`src/rtl/backlight_pwm_pkg.sv`:
```
`timescale 1ns/1ps
package backlight_pwm_pkg;

  // Strobes from the control unit to the datapath, valid for one cycle.
  typedef struct packed {
    logic tick;         // clock-enable for the counter
    logic run;          // output enabled
    logic stageWr;      // capture dutyIn into the staging register
    logic transfer;     // move the staged word into the active register
    logic periodStart;  // a new period begins at this edge
  } pwmStrobes_t;

endpackage

```
`src/rtl/backlight_pwm_ctrl.sv`:
```
`timescale 1ns/1ps
module backlight_pwm_ctrl
  import backlight_pwm_pkg::*;
(
  input  logic        clk,
  input  logic        rstN,
  input  logic        clkEn,
  input  logic        pwmEn,
  input  logic        dutyWr,
  input  logic        grpLock,
  input  logic        masterLock,
  input  logic        ignoreMaster,
  input  logic        cntAtZero,
  output pwmStrobes_t strb,
  output logic        updatePending
);

  logic stagedValid;
  logic lockEff;
  logic boundary;
  logic doTransfer;

  // The master lock applies only when the group does not override it.
  assign lockEff    = grpLock | (masterLock & ~ignoreMaster);
  assign boundary   = clkEn & cntAtZero;
  assign doTransfer = boundary & stagedValid & ~lockEff;

  always_ff @(posedge clk or negedge rstN) begin
    if (!rstN) begin
      stagedValid <= 1'b0;
    end else if (dutyWr) begin
      stagedValid <= 1'b1;      // a fresh write always leaves a value waiting
    end else if (doTransfer) begin
      stagedValid <= 1'b0;
    end
  end

  always_comb begin
    strb             = '0;
    strb.tick        = clkEn;
    strb.run         = pwmEn;
    strb.stageWr     = dutyWr;
    strb.transfer    = doTransfer;
    strb.periodStart = boundary & pwmEn;
  end

  assign updatePending = stagedValid & ~lockEff;

  // a pending value that meets a start with no new write is consumed.
  p_pending_clears_r8: assert property (@(posedge clk) disable iff (!rstN)
    (updatePending && clkEn && cntAtZero && !dutyWr) |=> !stagedValid);

  // a write always leaves a staged value behind, even on a transfer edge.
  p_write_stays_staged_r9: assert property (@(posedge clk) disable iff (!rstN)
    dutyWr |=> stagedValid);

endmodule

```
`src/rtl/backlight_pwm_dp.sv`:
```
`timescale 1ns/1ps
module backlight_pwm_dp
  import backlight_pwm_pkg::*;
#(
  parameter int DUTY_W = 16
) (
  input  logic                        clk,
  input  logic                        rstN,
  input  pwmStrobes_t                 strb,
  input  logic [$clog2(DUTY_W)-1:0]   bitCnt,
  input  logic [DUTY_W-1:0]           periodIn,
  input  logic                        fracEn,
  input  logic [DUTY_W-1:0]           dutyIn,
  output logic                        cntAtZero,
  output logic [DUTY_W-1:0]           activeDuty,
  output logic                        pwmOut
);

  localparam int BC_W = $clog2(DUTY_W);
  localparam int EB_W = BC_W + 1;

  logic [DUTY_W-1:0] stagedQ, activeQ, cntQ, accQ;
  logic [DUTY_W:0]   lenQ;
  logic              pwmQ;

  logic [EB_W-1:0]   effBits, shAmt;
  logic [DUTY_W-1:0] periodMask, periodMasked, periodEff, lastCnt;
  logic [DUTY_W-1:0] dutyNow, intPart, fracAligned;
  logic [DUTY_W:0]   accSum, lenNew, lenNow;
  logic              carryUse;

  // Effective width: a zero field selects the full duty width.
  assign effBits = (bitCnt == '0) ? EB_W'(DUTY_W) : {1'b0, bitCnt};
  assign shAmt   = EB_W'(DUTY_W) - effBits;

  always_comb begin
    for (int i = 0; i < DUTY_W; i++) begin
      periodMask[i] = (i < int'(effBits));
    end
  end

  assign periodMasked = periodIn & periodMask;
  assign periodEff    = (periodMasked == '0) ? '1 : periodMasked;
  assign lastCnt      = periodEff - 1'b1;
  assign cntAtZero    = (cntQ == '0);

  // The period that begins with a transfer already uses the new word.
  assign dutyNow     = strb.transfer ? stagedQ : activeQ;
  assign intPart     = dutyNow >> shAmt;
  assign fracAligned = dutyNow << effBits;
  assign accSum      = {1'b0, accQ} + {1'b0, fracAligned};
  assign carryUse    = fracEn & accSum[DUTY_W];
  assign lenNew      = {1'b0, intPart} + {{DUTY_W{1'b0}}, carryUse};
  assign lenNow      = strb.periodStart ? lenNew : lenQ;

  // Staging and active duty registers.
  always_ff @(posedge clk or negedge rstN) begin
    if (!rstN) begin
      stagedQ <= '0;
      activeQ <= '0;
    end else begin
      if (strb.transfer) activeQ <= stagedQ;
      if (strb.stageWr)  stagedQ <= dutyIn;
    end
  end

  // Counter, length latch, fraction accumulator and output register.
  always_ff @(posedge clk or negedge rstN) begin
    if (!rstN) begin
      cntQ <= '0;
      lenQ <= '0;
      accQ <= '0;
      pwmQ <= 1'b0;
    end else if (!strb.run) begin
      cntQ <= '0;
      accQ <= '0;
      pwmQ <= 1'b0;
    end else if (strb.tick) begin
      cntQ <= (cntQ >= lastCnt) ? '0 : cntQ + 1'b1;
      pwmQ <= ({1'b0, cntQ} < lenNow);
      if (strb.periodStart) begin
        lenQ <= lenNew;
        if (fracEn) accQ <= accSum[DUTY_W-1:0];
      end
    end
  end

  assign activeDuty = activeQ;
  assign pwmOut     = pwmQ;

  // the active word only moves on a clock-enabled edge at the period start.
  p_start_only_r6: assert property (@(posedge clk) disable iff (!rstN)
    !(strb.tick && cntAtZero) |=> $stable(activeQ));

  // the accumulator is untouched outside period starts.
  p_acc_hold_r3: assert property (@(posedge clk) disable iff (!rstN)
    (strb.run && !strb.periodStart) |=> $stable(accQ));

endmodule

```
`src/rtl/backlight_pwm.sv`:
```
`timescale 1ns/1ps
module backlight_pwm
  import backlight_pwm_pkg::*;
#(
  parameter int DUTY_W = 16
) (
  input  logic                       clk,
  input  logic                       rstN,
  input  logic                       clkEn,
  input  logic                       pwmEn,
  input  logic [$clog2(DUTY_W)-1:0]  bitCnt,
  input  logic [DUTY_W-1:0]          periodIn,
  input  logic                       fracEn,
  input  logic [DUTY_W-1:0]          dutyIn,
  input  logic                       dutyWr,
  input  logic                       grpLock,
  input  logic                       masterLock,
  input  logic                       ignoreMaster,
  output logic                       pwmOut,
  output logic [DUTY_W-1:0]          activeDuty,
  output logic                       updatePending
);

  pwmStrobes_t strb;
  logic        cntAtZero;

  backlight_pwm_ctrl i_ctrl (
    .clk          (clk),
    .rstN         (rstN),
    .clkEn        (clkEn),
    .pwmEn        (pwmEn),
    .dutyWr       (dutyWr),
    .grpLock      (grpLock),
    .masterLock   (masterLock),
    .ignoreMaster (ignoreMaster),
    .cntAtZero    (cntAtZero),
    .strb         (strb),
    .updatePending(updatePending)
  );

  backlight_pwm_dp #(.DUTY_W(DUTY_W)) i_dp (
    .clk        (clk),
    .rstN       (rstN),
    .strb       (strb),
    .bitCnt     (bitCnt),
    .periodIn   (periodIn),
    .fracEn     (fracEn),
    .dutyIn     (dutyIn),
    .cntAtZero  (cntAtZero),
    .activeDuty (activeDuty),
    .pwmOut     (pwmOut)
  );

  // disabled output is low on the next edge.
  p_off_low_r5: assert property (@(posedge clk) disable iff (!rstN)
    !pwmEn |=> !pwmOut);

  // under an effective lock the readback does not move.
  p_locked_hold_r7: assert property (@(posedge clk) disable iff (!rstN)
    (grpLock || (masterLock && !ignoreMaster)) |=> $stable(activeDuty));

  // without a tick the running output and the readback hold.
  p_tick_freeze_r10: assert property (@(posedge clk) disable iff (!rstN)
    (!clkEn && pwmEn) |=> ($stable(pwmOut) && $stable(activeDuty)));

endmodule

```
`config.mk`:
```
export PLATFORM = sky130hd
export DESIGN_NAME = backlight_pwm
export DESIGN_NICKNAME = d
export VERILOG_FILES = /design/src/rtl/backlight_pwm_pkg.sv /design/src/rtl/backlight_pwm_ctrl.sv /design/src/rtl/backlight_pwm_dp.sv /design/src/rtl/backlight_pwm.sv
export SDC_FILE = /design/constraint.sdc
export NUM_CORES = 1
export LEC_CHECK = 0
export BUFFER_PORTS_ARGS = -buffer_cell sky130_fd_sc_hd__buf_2
export CAP_MARGIN = 5
export CORE_UTILIZATION = 50
export DETAILED_ROUTE_END_ITERATION = 12
export PLACE_DENSITY = 0.71
export SETUP_SLACK_MARGIN = 0.3
export SYNTH_ARGS = -nofsm -noshare
export SYNTH_HDL_FRONTEND = slang
export SYNTH_SLANG_ARGS = --single-unit
```
`constraint.sdc`:
```
create_clock -name clk -period 6.2 [get_ports clk]
set_clock_uncertainty 0.15 [all_clocks]
set_input_delay 1.24 -clock clk [delete_from_list [all_inputs] [get_ports clk]]
set_output_delay 1.24 -clock clk [all_outputs]
set_load 0.02 [all_outputs]
```
**Word level (Yosys, flattened, before mapping)**

Index checks and enable logic that the tools add are counted.

- Shifts and indexed selects: 2
- $add $sub $neg: 5
- Mux-type cells: 15
- Bitwise logic cells: 11
- Reductions and logical operators: 6
- Order comparisons: 18
- Equal/unequal tests: 3

Operators by type and width:

| cell | number |
|---|---|
| $mux W16 | 9 |
| $lt A4 B5 Y1 const A | 8 |
| $logic_not A16 Y1 | 2 |
| $lt A3 B5 Y1 const A | 4 |
| $add A16 B1 Y17 | 1 |
| $add A16 B16 Y17 | 1 |
| $lt A16 B17 Y1 | 1 |
| $mux W17 | 1 |
| $add A16 B1 Y16 const B | 1 |
| $and A16 B16 Y16 | 1 |
| $ge A16 B16 Y1 | 1 |
| $shl A16 B5 Y16 | 1 |
| $shr A16 B5 Y16 | 1 |
| $sub A16 B1 Y16 const B | 1 |
| $lt A1 B5 Y1 const A | 2 |
| $lt A2 B5 Y1 const A | 2 |
| $and A1 B1 Y1 | 7 |
| $mux W5 | 1 |
| $sub A5 B5 Y5 const A | 1 |
| $logic_not A4 Y1 | 1 |
| $mux W1 | 4 |
| $ne A2 B1 Y1 const B | 2 |
| $reduce_and A3 Y1 | 1 |
| $ne A2 B2 Y1 const B | 1 |
| 4 further kinds | 5 |

- Register bits after elaboration: 83
- Input port bits: 45
- Output and inout bits: 18
- Logic and storage cells: 67

**Longest topological paths before layout**

Gate-level depths: netlist of run 1.

- Word-level depth: 14
- Mapped depth: 36
- Depth with buffers taken out: 35

**Hierarchy**

From an unflattened synthesis of run 1, not the netlist that was laid out.

- Cell total of the unflattened synthesis: 885
- Area, all modules: 7732.4 sq um

Modules (own cells, without submodules):

| module | sequential area each (sq um) | area an instance (sq um) | cells an instance | instances |
|---|---|---|---|---|
| backlight_pwm_dp | 2052.0 | 7628.6 | 872 | 1 |
| backlight_pwm_ctrl | 25.0 | 103.8 | 13 | 1 |

**Least setup slack after synthesis of run 1**

Ideal clock, no wire load.

- Path kind: input-to-reg
- Start: input port bitCnt[0]
- End: register i_dp.pwmQ, in the netlist i_dp.pwmOut
- Arrival time: 7.798 ns
- Path slack: -1.830 ns
- Required time: 5.968 ns
- Path buffers: 7
- Library setup time: 0.082 ns
- Cell stages on the path: 34
- Cells stage by stage: buf_2 buf_1 buf_1 clkbuf_1 clkbuf_1 clkbuf_1 nand2_1 a32oi_1 nor2_1 ha_1 nor2b_1 o21ai_0 a21oi_1 o21ai_0 a21oi_1 o21a_1 o31ai_1 a211oi_1 o211ai_1 a21oi_1 ha_1 o41ai_1 or4b_1 buf_4 nor2_1 mux2_2 o21a_1 ha_1 a21o_1 a21oi_1 o211ai_1 a221oi_1 o21ai_0 a31oi_1

- Word-level cells in the longest chain between the ends: 10
- Elaborated cells on any way between the ends: 12
- Classes of those cells: add/sub (3); order compare (1); shift (2); mux (4); bitwise (1); reduce/logical (1)

RTL lines:

| element | line | RTL |
|---|---|---|
| start, declared | backlight_pwm.sv:11 | `input logic [$clog2(DUTY_W)-1:0] bitCnt,` |
| $logic_not A4 Y1 | backlight_pwm_dp.sv:33 | `assign effBits = (bitCnt == '0) ? EB_W'(DUTY_W) : {1'b0, bitCnt};` |
| $mux W5 * | backlight_pwm_dp.sv:33 |  |
| $shl A16 B5 Y16 | backlight_pwm_dp.sv:50 | `assign fracAligned = dutyNow << effBits;` |
| $add A16 B16 Y17 | backlight_pwm_dp.sv:51 | `assign accSum = {1'b0, accQ} + {1'b0, fracAligned};` |
| $and A1 B1 Y1 | backlight_pwm_dp.sv:52 | `assign carryUse = fracEn & accSum[DUTY_W];` |
| $add A16 B1 Y17 * | backlight_pwm_dp.sv:53 | `assign lenNew = {1'b0, intPart} + {{DUTY_W{1'b0}}, carryUse};` |
| $mux W17 * | backlight_pwm_dp.sv:54 | `assign lenNow = strb.periodStart ? lenNew : lenQ;` |
| $lt A16 B17 Y1 * | backlight_pwm_dp.sv:80 | `pwmQ <= ({1'b0, cntQ} < lenNow);` |
| $mux W1 * | backlight_pwm_dp.sv:78 | `end else if (strb.tick) begin` |
| $mux W1 * | backlight_pwm_dp.sv:74 | `end else if (!strb.run) begin` |
| end signal, assigned | backlight_pwm_dp.sv:80 |  |
| end, declared | backlight_pwm_dp.sv:24 | `logic pwmQ;` |

Every way passes the cells marked *; elsewhere a longest branch is shown, timed or not. The select of a mux whose other input is x is not followed.
A chain may end at the register's enable or synchronous reset.

**Worst setup path after layout of run 1**

- Start: input port clkEn
- End: register i_dp.pwmQ, in the netlist i_dp.pwmOut

- Word-level cells in the longest chain between the ends: 12
- Elaborated cells on any way between the ends: 15
- Classes of those cells: add/sub (2); order compare (1); eq/ne (1); shift (2); mux (4); bitwise (5)

RTL lines:

| element | line | RTL |
|---|---|---|
| start, declared | backlight_pwm.sv:9 | `input logic clkEn,` |
| $and A1 B1 Y1 | backlight_pwm_ctrl.sv:25 | `assign boundary = clkEn & cntAtZero;` |
| $and A1 B1 Y1 (2 in a row) | backlight_pwm_ctrl.sv:26 | `assign doTransfer = boundary & stagedValid & ~lockEff;` |
| $mux W16 | backlight_pwm_dp.sv:48 | `assign dutyNow = strb.transfer ? stagedQ : activeQ;` |
| $shl A16 B5 Y16 | backlight_pwm_dp.sv:50 |  |
| $add A16 B16 Y17 | backlight_pwm_dp.sv:51 |  |
| $and A1 B1 Y1 | backlight_pwm_dp.sv:52 |  |
| $add A16 B1 Y17 | backlight_pwm_dp.sv:53 |  |
| $mux W17 | backlight_pwm_dp.sv:54 |  |
| $lt A16 B17 Y1 | backlight_pwm_dp.sv:80 |  |
| $mux W1 | backlight_pwm_dp.sv:78 |  |
| $mux W1 | backlight_pwm_dp.sv:74 |  |

Parallel ways exist; a longest one is shown, timed or not. The select of a mux whose other input is x is not followed.

==> flow_summary.toml, run 1 <==
[routing]
drc = 2
wire_per_inst_microns = 20.1
viasPerCell = 6.22
first_pass_iters = 10
antenna_left = 0
vias = 8091
finalWirelength_microns = 26100
first_iter_violations = 732

[timing]
setup_ws_ps = -1060
timing.hold.ws_ps = 310
final_max_slew_viol_count = 0
fin_crit_sh = 1.17
tns_ps = -2310
setup_viol = 6
worst_pin_slew_ps = 1380
rsz0062_at_grt = "true"
max-slew-margin-rel = 0.0804
max_freq_mhz = 138
period_minus_slack_ps = 7260
hold_violations = 0

[pwr]
p_leak_nw = 4.91
ir_drop_uv = 163
power_density_nw_per_um2 = 268

[cts]
cts_buffers = 9
cts.htree.levels = 3
cts_root_buf = "clkbuf_16"
cts_sinks = 83
cts_tree = "yes"
clkTransAtPathRegs_ps = 70
worstSkewPairLatency_ps = 360
clk_path_buf_depth = 2

[worst_hold_path]
hold_path.startpoint = "i_dp.lenQ[6]$_DFFE_PN0P_"
hold_end = "i_dp.lenQ[6]$_DFFE_PN0P_"
min_path_type = "reg2reg"
whs_path_depth = 2

[setup_path]
r2r-end = "i_dp.pwmOut$_DFFE_PN0P_"
worst_path_max_delay_cell = "or4b_4"
regToRegSetupSlack_ps = -800
endpoint_kind = "register"
cp_data_arrival_time_ps = 7380
cp_slowest_stage_delay_ps = 520
cp_data_required_time_ps = 6320
crit_fanout = 6
startpoint_type = "input pin"
r2r_cells = 35
worst_r2r_startpoint = "i_dp.cntQ[0]$_DFFE_PN0P_"
crit_type = "in2reg"

[global_route]
antenna_found_initial = 0
grt_usage = 0.320
grt_overflow_total = 0
grt_pass1_vias = 7665
grt_max_degree = 84
grt_first_pass_wirelength_microns = 39600

[placed_design]
place.gp.congestion = 0.930
post-dp-hpwl_microns = 17400
port_buffers = 62
placed_cells = 1225
placed_area_sq_um = 9090

[synth]
synth-edff-count = 0
ys_ff_latch = 83
postSynthAreaPerCell_sq_um = 8.60
yosysSeqAreaShare = 0.272
syn_area_sq_um = 7630
synth_warnings = 0
syn_nets = 986
synthFlopType = "dfrtp_1"
synth_cell_types = 76
async_reset_ff_frac = 1.00
syn_inst = 887

[run]
maxCapViolCount = 0

[final_layout]
final_cell_mix = "buf_4 (158), nand2_1 (111), dfrtp_1 (83)"
nNetsFinal = 1210
syn_to_final_growth_pct = 35.5
final_util = 0.703
final_cell_area_sq_um = 10300
antenna_cells = 0
drive_gt1_frac = 0.361
fillers = 1072
instances_no_fill = 1300
mostFrequentLayoutCell = "buf_4"

[floorplanning]
rows = 44
dieArea_sq_um = 15800
die_h_microns = 126
core_sq_um = 14700
die_x_microns = 126
start_util = 0.519
pin_count = 63

[status]
violations = "design-rule violations, negative setup slack"
outcome = "complete, but fails checks"
## worst max-delay path by stage
stage                     startpoint                       to  slack [ps]  depth (start not counted)
after CTS                      clkEn  i_dp.pwmOut$_DFFE_PN0P_        -780                         34
after floorplan                clkEn  i_dp.pwmOut$_DFFE_PN0P_        -950                         33
after detailed placement       clkEn  i_dp.pwmOut$_DFFE_PN0P_       -1400                         32
after global placement         clkEn  i_dp.pwmOut$_DFFE_PN0P_       -1250                         31
final                          clkEn  i_dp.pwmOut$_DFFE_PN0P_       -1060                         34
after global routing           clkEn  i_dp.pwmOut$_DFFE_PN0P_       -1370                         34
## synth_stat cells, drive strengths merged (4+ instances only)
cell | count | share of area
a21oi | 40 | 0.026
o21ai | 48 | 0.031
mux2i | 20 | 0.026
nor3b | 15 | 0.015
o311ai | 13 | 0.015
mux4 | 16 | 0.047
or3 | 7 | 0.0057
buf | 14 | 0.0097
a22oi | 8 | 0.0079
mux2 | 31 | 0.046
nand4 | 10 | 0.010
nand3 | 23 | 0.016
and3 | 26 | 0.021
or2 | 12 | 0.0098
a22o | 11 | 0.013
o31ai | 9 | 0.0089
and2 | 10 | 0.0082
nor3 | 15 | 0.0098
inv | 37 | 0.018
o211ai | 5 | 0.0049
nand2b | 9 | 0.0074
nor2 | 68 | 0.036
a21o | 14 | 0.014
o221ai | 4 | 0.0054
o22ai | 5 | 0.0041
nor4 | 4 | 0.0092
a211oi | 20 | 0.021
o21a | 22 | 0.022
nand2 | 114 | 0.056
xor2 | 16 | 0.018
xnor2 | 17 | 0.020
ha | 53 | 0.087
nor2b | 6 | 0.0049
clkbuf | 34 | 0.017
dfrtp | 83 | 0.27
o211a | 4 | 0.0052
## stage by stage
stage          power (mW)  setup WS (ps)
6_report             2.77          -1060
5_1_grt              2.92          -1370
4_1_cts              2.65           -779
3_5_place_dp         2.04          -1400
3_3_place_gp         2.03          -1250
2_1_floorplan        1.53           -952
## cells by family after synthesis
logic type | after synthesis | share of synthesized area
buf+inv | 86 | 0.0451
compound gates | 232 | 0.211
xor+xnor | 33 | 0.0379
simple gates | 331 | 0.224
mux | 67 | 0.120
fa+ha+maj | 54 | 0.0895
other cells | 1 | 0.000491
flops | 83 | 0.272
## flip-flops by register name (all words and copies together), names as in the netlist
name	count
i_ctrl.stagedValid	1
i_dp.accQ	16
i_dp.activeDuty	16
i_dp.cntQ	16
i_dp.lenQ	17
i_dp.pwmOut	1
i_dp.stagedQ	16
## power by group
| part | internal (mW) | leakage (nW) | switching [mW] |
|---|---|---|---|
| combinational | 0.681 | 3.70 | 0.776 |
| clock | 0.317 | 0.141 | 0.244 |
| sequential | 0.646 | 1.07 | 0.102 |
| total | 1.64 | 4.91 | 1.12 |
## critical path, delay by kind of cell
family / cells / cell delay (ps)
buf+inv: 5 / 590
xor+xnor: 1 / 170
mux: 3 / 680
simple gates: 8 / 1910
fa+ha+maj: 3 / 660
compound gates: 14 / 2100
## per-layer routing
layer  GRT usage  up-vias  routed length [microns]
met1       0.418     3868                    10500
li1            -     3729                        -
met3      0.0642      104                     2060
met4       0.122        0                     1230
met5           0        -                        0
met2       0.523      390                    12300
## final cells by class
type                       count  area (sq um)  area share
inverter                      38           143      0.0138
sequential                    83          2080       0.201
multi-input combinational    718          5610       0.542
clock buffer                  10           229      0.0221
tap                          184           230      0.0223
timing repair buffer         261          1980       0.191
clock inverter                 6          73.8     0.00714
## what timing repair did
item | CTS | global route
gates resized for setup | 27 | 88
hold buffers | 0 | 0
endpoints found under the setup margin | 14 | 30
setup buffers | 38 | 21
pin swaps | 26 | 26
(Power assumes the default switching activity.)
==> run 2, diff against run 1 <==
--- a/config.mk
+++ b/config.mk
@@ -7,10 +7,12 @@
 export LEC_CHECK = 0
 export BUFFER_PORTS_ARGS = -buffer_cell sky130_fd_sc_hd__buf_2
 export CAP_MARGIN = 5
+export CORE_ASPECT_RATIO = 1.2
 export CORE_UTILIZATION = 50
 export DETAILED_ROUTE_END_ITERATION = 12
-export PLACE_DENSITY = 0.71
+export PLACE_DENSITY = 0.69
 export SETUP_SLACK_MARGIN = 0.3
+export SKIP_CTS_REPAIR_TIMING = 1
 export SYNTH_ARGS = -nofsm -noshare
 export SYNTH_HDL_FRONTEND = slang
 export SYNTH_SLANG_ARGS = --single-unit
==> constraint.sdc (replaced) <==
create_clock -name clk -period 7.2 [get_ports clk]
set_clock_uncertainty 0.15 [all_clocks]
set_input_delay 1.44 -clock clk [delete_from_list [all_inputs] [get_ports clk]]
set_output_delay 1.44 -clock clk [all_outputs]
set_load 0.02 [all_outputs]
==> flow_summary.toml, run 2 (synthesis results as in run 1) <==
[final_layout]
syn_to_final_growth_pct = 25.8
instances_no_fill = 1248
regMostFlops = "i_dp.lenQ"
mostFrequentLayoutCell = "buf_4"
final_cell_mix = "buf_4 (120), nand2_1 (114), dfrtp_1 (83)"
drive_gt1_frac = 0.302
regArea_sq_um = 2080
largest_reg_flops = 17
final_cell_area_sq_um = 9600
final_util = 0.642
fillers = 1327
antenna_cells = 0
multi_input_area_sq_um = 5470
nNetsFinal = 1138

[global_route]
grt_usage = 0.296
grt_first_pass_wirelength_microns = 36000
grt_max_degree = 45
antenna_found_initial = 0
grt_pass1_vias = 7274
grt_overflow_total = 0

[cts]
clkTransAtPathRegs_ps = 70
clk_path_buf_depth = 2
cts_buffers = 9
cts_sinks = 83
cts_root_buf = "clkbuf_16"
cts.htree.levels = 3
worstSkewPairLatency_ps = 360
cts_tree = "yes"

[timing]
fin_crit_sh = 1.00
worst_pin_slew_ps = 1230
hold_violations = 0
timing.hold.ws_ps = 309
rsz0062_at_grt = "true"
max_freq_mhz = 138
setup_ws_ps = -32.4
final_max_slew_viol_count = 0
period_minus_slack_ps = 7230
max-slew-margin-rel = 0.180
setup_viol = 1

[routing]
vias = 7477
drc = 0
first_iter_violations = 438
finalWirelength_microns = 22200
first_pass_iters = 6
antenna_left = 0
wire_per_inst_microns = 17.8
viasPerCell = 5.99

[setup_path]
startpoint_type = "input pin"
regToRegSetupSlack_ps = 370
r2r_cells = 35
cp_data_arrival_time_ps = 7370
cp_data_required_time_ps = 7330
worst_path_max_delay_cell = "or4b_4"
endpoint_kind = "register"
cp_slowest_stage_delay_ps = 550
worst_r2r_startpoint = "i_dp.cntQ[0]$_DFFE_PN0P_"
r2r-end = "i_dp.pwmOut$_DFFE_PN0P_"
crit_type = "in2reg"
crit_fanout = 6

[status]
violations = "negative setup slack"
outcome = "complete, but fails checks"

[floorplanning]
start_util = 0.510
pin_count = 63
dieArea_sq_um = 15800
rows = 49
core_sq_um = 15000
die_x_microns = 115
die_h_microns = 137

[pwr]
p_leak_nw = 4.50
ir_drop_uv = 178
power_density_nw_per_um2 = 239

[run]
maxCapViolCount = 0

[placed_design]
placed_area_sq_um = 8910
port_buffers = 62
pre_cts_ws_ps = -690
placed_cells = 1217
post-dp-hpwl_microns = 17000
place.gp.congestion = 0.922

[worst_hold_path]
min_path_type = "reg2reg"
hold_path.startpoint = "i_dp.lenQ[6]$_DFFE_PN0P_"
whs_path_depth = 2
hold_end = "i_dp.lenQ[6]$_DFFE_PN0P_"
==> run 2: power breakdown <==
group / internal, mW / switching [mW] / total [mW]
Sequential: 0.556 / 0.0851 / 0.641
Clock: 0.275 / 0.217 / 0.492
Combinational: 0.540 / 0.618 / 1.16
Total: 1.37 / 0.920 / 2.29
==> run 2: area by class of cell <==
type                       count  area share
multi-input combinational    718       0.570
sequential                    83       0.216
timing repair buffer         189       0.140
tap                          204      0.0266
clock buffer                   9      0.0235
inverter                      38      0.0149
clock inverter                 7     0.00874
==> run 2: per-layer routing <==
layer / part of all wire / up-vias / track usage
met5: 0 / - / 0
met4: 0.047 / 0 / 0.162
met3: 0.040 / 69 / 0.0418
met2: 0.48 / 229 / 0.490
met1: 0.43 / 3600 / 0.373
li1: - / 3579 / -
==> run 2: metrics by stage <==
stage	TNS, ps	total power [mW]
finish	-32.4	2.29
detailed placement	-690	1.71
floorplan	-152	1.32
CTS	-357	2.21
global route	-313	2.43
global placement	-514	1.70
==> run 2: how the worst max path moves through the flow <==
| stage | slack, ps | start | end | depth (start not counted) |
|---|---|---|---|---|
| 6_report | -30 | clkEn | i_dp.pwmOut$_DFFE_PN0P_ | 34 |
| 3_3_place_gp | -510 | clkEn | i_dp.pwmOut$_DFFE_PN0P_ | 35 |
| 5_1_grt | -310 | clkEn | i_dp.pwmOut$_DFFE_PN0P_ | 36 |
| 2_1_floorplan | -150 | clkEn | i_dp.pwmOut$_DFFE_PN0P_ | 33 |
| 4_1_cts | -360 | clkEn | i_dp.pwmOut$_DFFE_PN0P_ | 35 |
| 3_5_place_dp | -690 | clkEn | i_dp.pwmOut$_DFFE_PN0P_ | 35 |
==> run 2: critical path, delay by kind of cell <==
kind	cells	cell delay, ps
AOI/OAI and AO/OA	15	2140
adders and majority gates	3	750
buffers and inverters	3	380
xor gates and xnor gates	1	190
muxes	2	460
and+or+nand+nor	10	1970
==> run 3, diff against run 2 <==
--- a/config.mk
+++ b/config.mk
@@ -9,6 +9,7 @@
 export CAP_MARGIN = 5
 export CORE_ASPECT_RATIO = 1.2
 export CORE_UTILIZATION = 50
+export CTS_BUF_LIST = sky130_fd_sc_hd__clkbuf_4 sky130_fd_sc_hd__clkbuf_8
 export DETAILED_ROUTE_END_ITERATION = 12
 export PLACE_DENSITY = 0.69
 export SETUP_SLACK_MARGIN = 0.3
==> flow_summary.toml, run 3 (synthesis results as in run 1) <==
[global_route]
grt_overflow_total = 0
grt_usage = 0.296
grt_first_pass_wirelength_microns = 35900
grt_pass1_vias = 7248
grt_max_degree = 45
antenna_found_initial = 0

[final_layout]
mostFrequentLayoutCell = "buf_4"
drive_gt1_frac = 0.292
largest_reg_flops = 17
instances_no_fill = 1240
antenna_cells = 0
final_cell_area_sq_um = 9380
final_cell_mix = "buf_4 (115), nand2_1 (114), dfrtp_1 (83)"
nNetsFinal = 1130
syn_to_final_growth_pct = 22.9
regMostFlops = "i_dp.lenQ"

[timing]
fin_crit_sh = 1.00
hold_violations = 0
setup_ws_ps = -5.08
max-slew-margin-rel = 0.184
final_max_slew_viol_count = 0
period_minus_slack_ps = 7210
worst_pin_slew_ps = 1220
max_freq_mhz = 139
rsz0062_at_grt = "true"
tns_ps = -5.08
setup_viol = 1

[placed_design]
port_buffers = 62
placed_area_sq_um = 8910
post-dp-hpwl_microns = 17000
placed_cells = 1217
place.gp.congestion = 0.922
pre_cts_ws_ps = -690

[run]
maxCapViolCount = 0

[cts]
cts.htree.levels = 3
worstSkewPairLatency_ps = 400
clkTransAtPathRegs_ps = 100
cts_tree = "yes"
cts_sinks = 83
cts_root_buf = "clkbuf_8"
cts_buffers = 9
clk_path_buf_depth = 2

[setup_path]
crit_fanout = 8
crit_type = "in2reg"
cp_data_required_time_ps = 7380
crit_top_cell = "a21oi_2"
cp_data_arrival_time_ps = 7390
endpoint_kind = "register"
startpoint_type = "input pin"
r2r_cells = 34
cp_slowest_stage_delay_ps = 550
worst_path_max_delay_cell = "or4b_4"

[worst_hold_path]
whs_path_depth = 2
min_path_type = "reg2reg"

[routing]
first_iter_violations = 446
antenna_left = 0
drc = 0
viasPerCell = 5.95
wire_per_inst_microns = 17.7
vias = 7374
top_layer = "met4"
drt-met1-wl_microns = 9340
first_pass_iters = 5
finalWirelength_microns = 22000
met3_wirelength_microns = 1030
dr_wl_met2_microns = 10700

[pwr]
p_leak_nw = 4.38
totalPowerFinal_mw = 2.14
ir_drop_uv = 190
power_density_nw_per_um2 = 228

[floorplanning]
dieArea_sq_um = 15800
core_sq_um = 15000
die_x_microns = 115
pin_count = 63
start_util = 0.510
rows = 49
die_h_microns = 137

[status]
violations = "negative setup slack"
outcome = "complete, but fails checks"
[run 3: final cells by class]
| cell class | count | area, sq um |
|---|---|---|
| Tap cell | 204 | 255 |
| Inverter | 38 | 143 |
| Fill cell | 1353 | 5580 |
| Clock inverter | 7 | 83.8 |
| Multi-Input combinational cell | 718 | 5430 |
| Timing Repair Buffer | 181 | 1260 |
| Sequential cell | 83 | 2080 |
| Clock buffer | 9 | 124 |
[run 3: power breakdown]
group          switching [mW]  total [mW]  internal (mW)
logic                   0.607        1.13          0.520
registers              0.0835       0.639          0.555
clock network           0.207       0.373          0.166
[run 3: path summary, 6_finish.rpt]
check	start	endpoint	slack, ps
worst max-delay path	clkEn	i_dp.pwmOut$_DFFE_PN0P_	-5
worst min-delay path	i_dp.lenQ[6]$_DFFE_PN0P_	i_dp.lenQ[6]$_DFFE_PN0P_	310
worst max register to register	i_dp.cntQ[0]$_DFFE_PN0P_	i_dp.pwmOut$_DFFE_PN0P_	360
worst min register to register	i_dp.lenQ[6]$_DFFE_PN0P_	i_dp.lenQ[6]$_DFFE_PN0P_	310
max in group asynchronous	rstN	i_dp.accQ[0]$_DFFE_PN0P_	5060
min in group asynchronous	rstN	i_dp.lenQ[14]$_DFFE_PN0P_	850
[run 3: worst max-delay path, delay by kind of cell]
family                     cells  cell delay (ps)
muxes                          2              670
buffers and inverters          2              230
AOI/OAI and AO/OA             18             2670
and+or+nand+nor                8             1680
adders and majority gates      3              650
[run 3: per-stage QoR]
stage,hold slack [ps],utilization
3_5_place_dp,293,0.596
5_1_grt,368,0.627
3_3_place_gp,288,0.596
4_1_cts,317,0.609
2_1_floorplan,276,-
6_report,314,0.627
[run 3: per-layer routing]
layer	GRT usage	vias to the layer above
met4	0.145	0
li1	-	3562
met1	0.372	3510
met3	0.0449	60
met5	0	-
met2	0.498	242
